<file path="src/rtl/xbar_pkg.sv">
package xbar_pkg;
  localparam int SEL_W    = 5;
  localparam int NUM_SRC  = 26;
  localparam int NUM_CLK  = 4;
  localparam int REG_W    = 8;
  localparam logic [SEL_W-1:0] SEL_KEEP = 5'd0;
  localparam logic [SEL_W-1:0] SEL_CLK0 = 5'd27;
  localparam logic [SEL_W-1:0] SEL_GPIO = 5'd31;

  typedef struct packed {
    logic [SEL_W-1:0] sel;
    logic             data;
    logic             oe;
  } pad_ctrl_t;

  function automatic logic [REG_W-1:0] reg_view(input pad_ctrl_t c, input logic in_lvl);
    return {c.sel, in_lvl, c.data, c.oe};
  endfunction

  function automatic logic sel_is_src(input logic [SEL_W-1:0] s);
    return (s != SEL_KEEP) && (s < SEL_CLK0);
  endfunction

  function automatic logic sel_is_clk(input logic [SEL_W-1:0] s);
    return (s >= SEL_CLK0) && (s != SEL_GPIO);
  endfunction

  function automatic logic [SEL_W-1:0] src_index(input logic [SEL_W-1:0] s);
    return s - 5'd1;
  endfunction

  function automatic logic [1:0] clk_index(input logic [SEL_W-1:0] s);
    logic [SEL_W-1:0] d;
    d = s - SEL_CLK0;
    return d[1:0];
  endfunction
endpackage

</file>
<file path="src/rtl/xbar_sync.sv">
module xbar_sync #(
  parameter int WIDTH = 1
) (
  input  logic             clk,
  input  logic             rst_n,
  input  logic [WIDTH-1:0] d,
  output logic [WIDTH-1:0] q
);
  logic [WIDTH-1:0] stage1;
  logic [WIDTH-1:0] stage2;

  always_ff @(posedge clk or negedge rst_n) begin
    if (!rst_n) begin
      stage1 <= '0;
      stage2 <= '0;
    end else begin
      stage1 <= d;
      stage2 <= stage1;
    end
  end

  assign q = stage2;
endmodule

</file>
<file path="src/rtl/xbar_pad_reg.sv">
module xbar_pad_reg
  import xbar_pkg::*;
#(
  parameter logic [SEL_W-1:0] DEF_SEL = SEL_GPIO
) (
  input  logic             clk,
  input  logic             rst_n,
  input  logic             wr_en,
  input  logic [REG_W-1:0] wdata,
  output pad_ctrl_t        ctrl
);
  logic [SEL_W-1:0] new_sel;
  logic             keep_sel;

  assign new_sel  = wdata[REG_W-1:3];
  assign keep_sel = (new_sel == SEL_KEEP);

  always_ff @(posedge clk or negedge rst_n) begin
    if (!rst_n) begin
      ctrl.oe   <= 1'b0;
      ctrl.data <= 1'b0;
      ctrl.sel  <= DEF_SEL;
    end else if (wr_en) begin
      ctrl.oe   <= wdata[0];
      ctrl.data <= wdata[1];
      if (!keep_sel) ctrl.sel <= new_sel;
    end
  end
endmodule

</file>
<file path="src/rtl/xbar_pad_mux.sv">
module xbar_pad_mux
  import xbar_pkg::*;
(
  input  pad_ctrl_t          ctrl,
  input  logic [NUM_SRC-1:0] src_in,
  input  logic [NUM_CLK-1:0] clk_src,
  output logic               pad_out,
  output logic               pad_oe
);
  always_comb begin
    pad_out = 1'b0;
    if (ctrl.sel == SEL_GPIO)       pad_out = ctrl.data;
    else if (sel_is_clk(ctrl.sel))  pad_out = clk_src[clk_index(ctrl.sel)];
    else if (sel_is_src(ctrl.sel))  pad_out = src_in[src_index(ctrl.sel)];
  end

  assign pad_oe = ctrl.oe;
endmodule

</file>
<file path="src/rtl/pin_xbar.sv">
module pin_xbar
  import xbar_pkg::*;
#(
  parameter int NUM_PADS = 13,
  parameter int ADDR_W   = 8,
  parameter logic [NUM_PADS*SEL_W-1:0] DEFAULT_SEL = {
    5'd31, 5'd27, 5'd10, 5'd9, 5'd8, 5'd7, 5'd6,
    5'd5,  5'd4,  5'd3,  5'd2, 5'd1, 5'd31}
) (
  input  logic                clk,
  input  logic                rst_n,
  input  logic [ADDR_W-1:0]   reg_addr,
  input  logic [REG_W-1:0]    reg_wdata,
  input  logic                reg_we,
  output logic [REG_W-1:0]    reg_rdata,
  input  logic [NUM_SRC-1:0]  src_in,
  input  logic [NUM_CLK-1:0]  clk_src,
  input  logic [NUM_PADS-1:0] pad_in,
  output logic [NUM_PADS-1:0] pad_out,
  output logic [NUM_PADS-1:0] pad_oe
);
  localparam int CTRL_W = NUM_PADS * SEL_W;

  // named internal events for the checker
  logic [NUM_PADS-1:0] wr_hit;
  logic [NUM_PADS-1:0] in_sync;
  logic [NUM_PADS-1:0] oe_vec;
  logic [NUM_PADS-1:0] data_vec;
  logic [CTRL_W-1:0]   sel_flat;
  logic [REG_W-1:0]    view [NUM_PADS];

  xbar_sync #(.WIDTH(NUM_PADS)) u_sync (
    .clk  (clk),
    .rst_n(rst_n),
    .d    (pad_in),
    .q    (in_sync)
  );

  for (genvar i = 0; i < NUM_PADS; i++) begin : g_pad
    pad_ctrl_t ctrl;

    assign wr_hit[i] = reg_we && (reg_addr == ADDR_W'(i));

    xbar_pad_reg #(.DEF_SEL(DEFAULT_SEL[i*SEL_W +: SEL_W])) u_reg (
      .clk  (clk),
      .rst_n(rst_n),
      .wr_en(wr_hit[i]),
      .wdata(reg_wdata),
      .ctrl (ctrl)
    );

    xbar_pad_mux u_mux (
      .ctrl   (ctrl),
      .src_in (src_in),
      .clk_src(clk_src),
      .pad_out(pad_out[i]),
      .pad_oe (pad_oe[i])
    );

    assign oe_vec[i]                = ctrl.oe;
    assign data_vec[i]              = ctrl.data;
    assign sel_flat[i*SEL_W +: SEL_W] = ctrl.sel;
    assign view[i]                  = reg_view(ctrl, in_sync[i]);
  end

  always_comb begin
    reg_rdata = '0;
    for (int i = 0; i < NUM_PADS; i++) begin
      if (reg_addr == ADDR_W'(i)) reg_rdata = view[i];
    end
  end
endmodule

</file>
<file path="config.mk">
export PLATFORM = sky130hd
export DESIGN_NAME = pin_xbar
export DESIGN_NICKNAME = d
export VERILOG_FILES = /design/src/rtl/xbar_pkg.sv /design/src/rtl/xbar_sync.sv /design/src/rtl/xbar_pad_reg.sv /design/src/rtl/xbar_pad_mux.sv /design/src/rtl/pin_xbar.sv
export SDC_FILE = /design/constraint.sdc
export NUM_CORES = 1
export LEC_CHECK = 0
export BUFFER_PORTS_ARGS = -buffer_cell sky130_fd_sc_hd__buf_2
export CAP_MARGIN = 25
export CORE_MARGIN = 3
export CORE_UTILIZATION = 35
export DETAILED_ROUTE_END_ITERATION = 16
export PLACE_DENSITY_LB_ADDON = 0.12
export SLEW_MARGIN = 0
export SYNTH_ARGS = -nofsm -noshare
export SYNTH_HDL_FRONTEND = slang
export SYNTH_HIERARCHICAL = 1
export SYNTH_SLANG_ARGS = --single-unit
</file>
<file path="constraint.sdc">
create_clock -name clk -period 2.9 [get_ports clk]
set_clock_uncertainty 0.1 [all_clocks]
set_input_delay 0 -clock clk [delete_from_list [all_inputs] [get_ports clk]]
set_output_delay 0 -clock clk [all_outputs]
set_load 0.02 [all_outputs]
</file>
==> flow_summary.toml, run 1 <==
[timing]
slew_viol_final = 0
period_share = 0.9672
timing.final.crit_period_ns = 2.805
worst_pin_slew_ns = 1.008
hold_viol = 0
setup_viol_count_final = 0
tns_ns = 0
relSlewSlack = 0.3279
fmax_mhz = 356.5

[detailed_routing]
totalWireLength_um = 42040
wire_per_inst_um = 25.70
dr.pass1.iters = 5
ant_nets = 0
viasPerCell = 6.167
num_vias = 10089
drc = 0
drt_iter0_markers = 684

[yosys]
synthArstFlopShare = 1.000
ys_warn_count = 6
synthCells = 1083
synth.distinct_cells = 67
ys_ff_latch = 117
syn_area_mm2 = 0.01172
ys.flop_type = "dfrtp_1"
synth.avg_cell_area_um2 = 10.82
ys_seq_area_frac = 0.2531
synth-edff-count = 0
syn-num-nets = 1171

[setup_path]
cp_top_family = "flip-flops"
crit_arrival_ns = 2.70
critical_path.slowest_cell = "dfstp_2"
cpPeakStageDelay_ns = 0.63
r2r_slack_ns = 1.72
path_class = "flop to primary output"
worstPathRequired_ns = 2.80
r2r_start = "g_pad[9].u_reg/ctrl[2]$_DFFE_PN1P_"
timing.rr.end = "g_pad[9].u_reg/ctrl[2]$_DFFE_PN1P_"
r2r_cells = 3
end_kind = "primary output"
crit_path_max_fanout = 8
worstSetupStartpoint = "g_pad[12].u_reg/ctrl[3]$_DFFE_PN1P_"
worst-path-buf-inv = 2
startpoint_type = "flop"
crit_chain = "inv_1 > ha_1 > mux4_1 > mux2_2 > a31oi_1 > nand3_1 > buf_2"

[place]
post-dp-hpwl_um = 27760
place_area_mm2 = 0.01255
place_congestion = 0.8672
numPortBuffers = 94

[power]
power_density_mw_per_mm2 = 544.1
peakVddDrop_mv = 0.3368
total_power_mw = 7.316
p_leak_nw = 5.142

[clock_network]
numCtsBuffers = 17
cts_buffer_depth = 2
cts_max_level = 4
root_buffer = "clkbuf_16"
clock-sinks = 117
clock_latency_ns = 0.44
cts_tree = "built"
clkTransAtPathRegs_ns = 0.07

[final_layout]
n_antenna_cell = 0
stdcell_area_mm2 = 0.01345
layout.nets = 1269
final_common_cell = "buf_2"
final_cell_mix = "buf_2, dfrtp_1, mux2i_1"
drive_gt1_frac = 0.2990
area_growth_pct = 14.70
final_util = 0.4101

[worst_hold_path]
hold_path_class = "input port to flop"
worstHoldStart = "reg_wdata[4]"
min_to = "g_pad[10].u_reg/ctrl[3]$_DFFE_PN1P_"
hold_depth = 3

[die]
die_w_um = 189.0
num_rows = 66
initial_core_util = 0.3576
die_h_um = 189.0
die_area_mm2 = 0.03572
coreArea_mm2 = 0.03278
io_pins = 96

[status]
outcome = "finished, final reports clean"

[global_route]
grt_use_total = 0.2327
first_global_vias = 9726
overflow = 0
grt_pass1_wl_um = 63100
grt_antenna_before_repair = 0
grt_max_degree = 64

[job]
maxCapViolations = 0
[worst max path at each step]
stage | to | slack (ns) | depth (start not counted)
finish | pad_out[12] | 0.1 | 7
global placement | pad_out[5] | 0.45 | 7
detailed placement | pad_out[5] | 0.45 | 7
global route | pad_out[8] | -0.007 | 7
floorplan | pad_out[9] | 0.37 | 9
CTS | pad_out[5] | 0.01 | 7
[layout make-up]
type | count | area [um2]
multi-input combinational | 847 | 8115
clock inverter | 15 | 203.9
fill | 3215 | 19340
tap | 442 | 553.0
sequential | 117 | 2975
inverter | 39 | 146.4
timing repair buffer | 159 | 1026
clock buffer | 17 | 425.4
[logic make-up after synthesis]
family,count (synthesis),share of synthesized area
mux,235,0.3255
fa+ha+maj,26,0.02775
simple gates,303,0.1551
compound gates,248,0.1555
buf+inv,119,0.05689
flops,117,0.2531
xor+xnor,35,0.02615
[state kept, by name, summed over array words and instances, names as in the netlist]
name	cells
u_sync/q	13
g_pad.u_reg/ctrl	91
u_sync/stage1	13
[routing by layer]
metal / share of wire / global-route usage / routed length [um] / up-vias
met4: 0.023 / 0.06130 / 984 / 0
met2: 0.45 / 0.3612 / 18940 / 452
met1: 0.44 / 0.3239 / 18560 / 5054
li1: - / - / - / 4509
met3: 0.085 / 0.05888 / 3566 / 74
met5: 0 / 0.009615 / 0 / -
[cells in the mapped netlist (all sizes together), types with 3 or more instances]
cell | count | area [um2]
nor4 | 6 | 52.55
mux2 | 62 | 698.2
o22a | 6 | 52.55
xnor2 | 24 | 210.2
nand3 | 36 | 180.2
nand4b | 12 | 111.4
mux4 | 94 | 2327
or3 | 5 | 31.28
or4 | 18 | 187.7
o32ai | 9 | 78.83
dfrtp | 86 | 2152
mux2i | 79 | 790.8
or4b | 3 | 30.03
a21oi | 24 | 120.1
nor2 | 41 | 161.4
a22o | 26 | 227.7
a211oi | 8 | 60.06
buf | 68 | 474.2
o21bai | 11 | 82.58
o21ai | 63 | 315.3
dfstp | 31 | 814.5
clkbuf | 12 | 46.29
nor3b | 24 | 185.2
nor3 | 24 | 175.2
ha | 26 | 325.3
a211o | 33 | 289.0
o211ai | 3 | 22.52
a31oi | 11 | 68.82
o41ai | 26 | 227.7
nor2b | 16 | 100.1
a21boi | 7 | 56.30
a221oi | 7 | 92.59
nand2 | 60 | 225.2
o221ai | 5 | 43.79
xor2 | 11 | 96.34
and3 | 3 | 20.02
nand2b | 44 | 275.3
inv | 39 | 146.4
[metrics by stage]
stage               setup WS [ns]  instances  hold WS [ns]
CTS                       0.01272       1626       0.04855
global placement           0.4521       1578      0.007348
detailed placement         0.4455       1578      0.009375
floorplan                  0.3679       1083       -0.3956
finish                    0.09503       1636       0.07437
global route            -0.006924       1636       0.06659
[worst min-delay path, stage by stage]
cell	delay [ns]
buf_2	0.30
mux2i_1	0.22
o21ai_1	0.07
[report_power, final]
group,leakage [nW],switching [mW],internal [mW]
logic,3.39,1.52,1.41
registers,1.45,0.249,1.81
clock network,0.310,1.00,1.33
total,5.14,2.77,4.54
[what timing repair did]
item                                    in CTS  in global routing
pin swaps                                    0                  0
endpoints found under the setup margin       1                  9
setup buffers                                0                 10
gates resized for setup                      1                 10
hold buffers                                16                  0
hold endpoints to repair                    71                  0
(Power assumes the default switching activity.)
==> run 2, diff against run 1 <==
==> constraint.sdc (replaced) <==
create_clock -name clk -period 3.2 [get_ports clk]
set_clock_uncertainty 0.1 [all_clocks]
set_input_delay 0 -clock clk [delete_from_list [all_inputs] [get_ports clk]]
set_output_delay 0 -clock clk [all_outputs]
set_load 0.02 [all_outputs]
==> run 2 against run 1 <==
Sequential power is 6% lower. Global-route usage up 0.31 points. Critical path depth unchanged. Critical path type unchanged. Clock-buffer cell count is the same. Final cell count decreased by 1.3%. Via count is 0.62% higher. Largest cell class unchanged.
==> flow_summary.toml, run 2 (synthesized netlist as in run 1, its figures left out) <==
[status]
outcome = "finished, final reports clean"

[detailed_routing]
totalWireLength_um = 42610
drc = 0
viasPerCell = 6.286
dr.pass1.iters = 5
ant_nets = 0
wire_per_inst_um = 26.38
num_vias = 10152
drt_iter0_markers = 859

[setup_path]
crit_chain = "inv_1 > ha_1 > mux4_1 > mux2_2 > a31oi_1 > nand3_1 > buf_2"
worst-path-buf-inv = 2
r2r_start = "g_pad[1].u_reg/ctrl[2]$_DFFE_PN1P_"
startpoint_type = "flop"
worstSetupStartpoint = "g_pad[7].u_reg/ctrl[2]$_DFFE_PN1P_"
cpPeakStageDelay_ns = 0.76
end_kind = "primary output"
critical_path.slowest_cell = "dfstp_2"
worstPathRequired_ns = 3.10
path_class = "flop to primary output"
cp_top_family = "flip-flops"
crit_arrival_ns = 2.88
crit_path_max_fanout = 15

[worst_hold_path]
worstHoldStart = "reg_wdata[1]"
hold_path_class = "input port to flop"

[power]
total_power_mw = 6.495
peakVddDrop_mv = 0.3174
p_leak_nw = 5.024
power_density_mw_per_mm2 = 490.9

[timing]
relSlewSlack = 0.3008
rsz0062_at_grt = "no"
slew_viol_final = 0
holdWs_ns = 0.06388
timing.final.crit_period_ns = 2.983
worst_pin_slew_ns = 1.049
setup_viol_count_final = 0
hold_viol = 0
fmax_mhz = 335.2
tns_ns = 0
period_share = 0.9323
setup_ws_ns = 0.2168

[final_layout]
final_util = 0.4035
largest_register_ffs = 91
area_growth_pct = 12.85
layout.nets = 1247
final_common_cell = "buf_2"
final_cell_mix = "buf_2, dfrtp_1, mux2i_1"
largest-register = "g_pad.u_reg/ctrl"
drive_gt1_frac = 0.2790
post_layout_nonfiller_instances = 1615
stdcell_area_mm2 = 0.01323

[place]
place_congestion = 0.8460
post-dp-hpwl_um = 27480
dp_slack_ns = 0.6780
dp.cells = 1567
place_area_mm2 = 0.01247
numPortBuffers = 94

[global_route]
overflow = 0
grt_antenna_before_repair = 1
grt_max_degree = 56
grt_pass1_wl_um = 63540
grt_use_total = 0.2358
first_global_vias = 9742

[clock_network]
numCtsBuffers = 17
cts_tree = "built"
clock-sinks = 117
cts_buffer_depth = 2
clock_latency_ns = 0.44
root_buffer = "clkbuf_16"
postCtsSetupRepairBufs = 0
clkTransAtPathRegs_ns = 0.07
cts_max_level = 4

[die]
die_w_um = 189.0
coreArea_mm2 = 0.03278
num_rows = 66
initial_core_util = 0.3576
io_pins = 96
die_area_mm2 = 0.03572
die_h_um = 189.0

[job]
maxCapViolations = 0
run 2: cell types whose count changed in the layout (fill, tap and decap cells not counted), sizes merged:
| cell | before | now |
|---|---|---|
| inv | 49 | 50 |
| clkinv | 3 | 2 |
| bufinv | 2 | 1 |
| diode | 0 | 1 |
| buf | 143 | 122 |
| clkinvlp | 0 | 1 |
| dlygate4sd3 | 16 | 15 |
run 2: final cells by class:
class	instances	area, um2
clock buffer	17	425.4
multi-input combinational	847	8095
timing repair buffer	137	858.3
tap	442	553.0
fill	3211	19560
inverter	39	146.4
sequential	117	2967
antenna	1	2.502
clock inverter	15	181.4
run 2: repair_timing:
action,CTS,global route
hold endpoints to repair,61,0
hold buffers,15,0
gates resized for setup,0,0
run 2: metal layers:
| metal | up-vias | global-route usage | part of all wire |
|---|---|---|---|
| met2 | 429 | 0.3549 | 0.44 |
| met5 | - | 0 | 0 |
| met3 | 57 | 0.04795 | 0.075 |
| li1 | 4463 | - | - |
| met1 | 5203 | 0.3447 | 0.46 |
| met4 | 0 | 0.06531 | 0.018 |
run 2: final timing paths:
path,endpoint,slack (ns),cells after the start
setup / recovery,pad_out[7],0.22,7
hold / removal,g_pad[7].u_reg/ctrl[1]$_DFFE_PN0P_,0.06,2
setup reg to reg,g_pad[1].u_reg/ctrl[2]$_DFFE_PN1P_,2.00,2
hold reg to reg,u_sync/q[3]$_DFF_PN0_,0.25,0
max in group asynchronous,g_pad[8].u_reg/ctrl[5]$_DFFE_PN1P_,2.00,3
min in group asynchronous,g_pad[3].u_reg/ctrl[6]$_DFFE_PN0P_,0.10,2
run 2: where the power goes:
part / internal [mW] / switching [mW] / total (mW)
registers: 1.63 / 0.281 / 1.92
logic: 1.22 / 1.33 / 2.55
clock network: 1.12 / 0.900 / 2.02
total: 3.98 / 2.51 / 6.49
==> run 3, diff against run 2 <==
--- a/config.mk
+++ b/config.mk
@@ -5,11 +5,11 @@
 export SDC_FILE = /design/constraint.sdc
 export NUM_CORES = 1
 export LEC_CHECK = 0
-export BUFFER_PORTS_ARGS = -buffer_cell sky130_fd_sc_hd__buf_2
 export CAP_MARGIN = 25
 export CORE_MARGIN = 3
 export CORE_UTILIZATION = 35
 export DETAILED_ROUTE_END_ITERATION = 16
+export DONT_BUFFER_PORTS = 1
 export PLACE_DENSITY_LB_ADDON = 0.12
 export SLEW_MARGIN = 0
 export SYNTH_ARGS = -nofsm -noshare
==> run 3 against run 2 <==
Hold slack worse by 0.045 ns. Maximum frequency rose by 1.0%. Sequential cell count unchanged. First-iteration DRC count is 0.23% higher. Critical endpoint unchanged. Clock-buffer cell count stayed put. Final area is 1.3% lower. Via count down 4.1%. Critical path type unchanged. Clock power is essentially flat. Setup slack gained 0.031 ns. Global-route usage rose by 0.11 points.
==> flow_summary.toml, run 3 (synthesized netlist as in run 1, its figures left out) <==
[power]
peakVddDrop_mv = 0.3352
power_density_mw_per_mm2 = 480.9
p_leak_nw = 4.729

[clock_network]
postCtsResizedCells = 0
cts_max_level = 4
cts_buffer_depth = 2
clock-sinks = 117
cts_tree = "built"
postCtsSetupRepairBufs = 0
root_buffer = "clkbuf_16"
clock_latency_ns = 0.43
numCtsBuffers = 17
clkTransAtPathRegs_ns = 0.07

[die]
initial_core_util = 0.3576
coreArea_mm2 = 0.03278
io_pins = 96
die_area_mm2 = 0.03572
die_h_um = 189.0
die_w_um = 189.0
num_rows = 66

[final_layout]
final_cell_mix = "dfrtp_1, mux2i_1, nand2_1"
largest-register = "g_pad.u_reg/ctrl"
largest_register_ffs = 91
nFillCells = 3218
area_growth_pct = 11.42
drive_gt1_frac = 0.2075
final_util = 0.3984
layout.nets = 1174
final_common_cell = "dfrtp_1"

[global_route]
overflow = 0
grt_use_total = 0.2370
grt_pass1_wl_um = 64190
grt_max_degree = 118
grt_antenna_before_repair = 1
first_global_vias = 9574

[detailed_routing]
num_vias = 9732
drc = 0
totalWireLength_um = 42540
ant_nets = 0
wire_per_inst_um = 27.57
drt_iter0_markers = 861
viasPerCell = 6.307
dr.pass1.iters = 5

[setup_path]
path_class = "flop to primary output"
crit_arrival_ns = 2.85
r2r_start = "g_pad[9].u_reg/ctrl[2]$_DFFE_PN1P_"
end_kind = "primary output"
worstPathRequired_ns = 3.10
r2r_slack_ns = 0.92
r2r_cells = 5
crit_path_max_fanout = 15
startpoint_type = "flop"
timing.rr.end = "g_pad[9].u_reg/ctrl[2]$_DFFE_PN1P_"

[timing]
hold_viol = 0
fmax_mhz = 338.7
setup_viol_count_final = 0
tns_ns = 0
rsz0062_at_grt = "no"
worst_pin_slew_ns = 0.8818
timing.final.crit_period_ns = 2.952
period_share = 0.9226
relSlewSlack = 0.3969
slew_viol_final = 0

[place]
place_congestion = 0.8645
numPortBuffers = 0
post-dp-hpwl_um = 26160

[worst_hold_path]
worstHoldStart = "pad_in[12]"
hold_depth = 1
min_to = "u_sync/stage1[12]$_DFF_PN0_"
hold_path_class = "input port to flop"

[status]
outcome = "finished, final reports clean"

[job]
maxCapViolations = 0
-- run 3: worst max path at each step --
stage	from	end	slack, ns	cells after the start
2_1_floorplan	g_pad[9].u_reg/ctrl[2]$_DFFE_PN1P_	pad_out[9]	0.67	9
3_3_place_gp	g_pad[1].u_reg/ctrl[2]$_DFFE_PN1P_	pad_out[1]	0.76	6
3_5_place_dp	g_pad[12].u_reg/ctrl[2]$_DFFE_PN1P_	pad_out[12]	0.74	6
4_1_cts	g_pad[7].u_reg/ctrl[2]$_DFFE_PN1P_	pad_out[7]	0.23	6
5_1_grt	g_pad[7].u_reg/ctrl[2]$_DFFE_PN1P_	pad_out[7]	0.13	6
6_report	g_pad[7].u_reg/ctrl[2]$_DFFE_PN1P_	pad_out[7]	0.25	6
-- run 3: layout make-up --
class                           instances  area, um2  area share
Timing Repair Buffer                   64      695.7     0.05326
Sequential cell                       117       2967      0.2271
Inverter                               39      146.4     0.01121
Antenna cell                            2      5.005   0.0003832
Clock inverter                         15      173.9     0.01332
Clock buffer                           17      425.4     0.03257
Tap cell                              442      553.0     0.04234
Multi-Input combinational cell        847       8095      0.6198
-- run 3: where the power goes --
| group | internal [mW] | leakage [nW] | switching, mW |
|---|---|---|---|
| clock | 1.12 | 0.294 | 0.913 |
| combinational | 1.19 | 2.99 | 1.14 |
| sequential | 1.63 | 1.45 | 0.288 |
-- run 3: routing by layer --
metal  vias up  part of all wire  GRT usage
li1       4305                 -          -
met1      4971              0.44     0.3346
met2       401              0.45     0.3634
met3        55             0.093    0.06462
met4         0             0.018    0.05385
met5         -                 0          0
-- run 3: repair_timing --
item	in CTS	in global routing
hold endpoints to repair	221	0
hold buffers	47	0
setup endpoints to repair	0	0
-- run 3: worst max-delay path: stages, from the launching register on --
cell and delay [ns]:
dfstp_2 0.77, inv_1 0.09, ha_1 0.48, mux4_1 0.35
mux2_2 0.30, a31oi_1 0.18, nand3_1 0.24
-- run 3: stage by stage --
stage | instances | power [mW] | instance area, um2 | hold WS (ns) | setup WS, ns
final | 1543 | 6.281 | 13060 | 0.01896 | 0.2475
after global routing | 1541 | 6.634 | 13060 | 0.009660 | 0.1289
after CTS | 1541 | 6.337 | 13060 | 0.002029 | 0.2316
after detailed placement | 1462 | 4.084 | 11890 | -0.3889 | 0.7427
after global placement | 1462 | 4.063 | 11890 | -0.3898 | 0.7593
after floorplan | 1083 | 3.736 | 11720 | -0.3956 | 0.6679
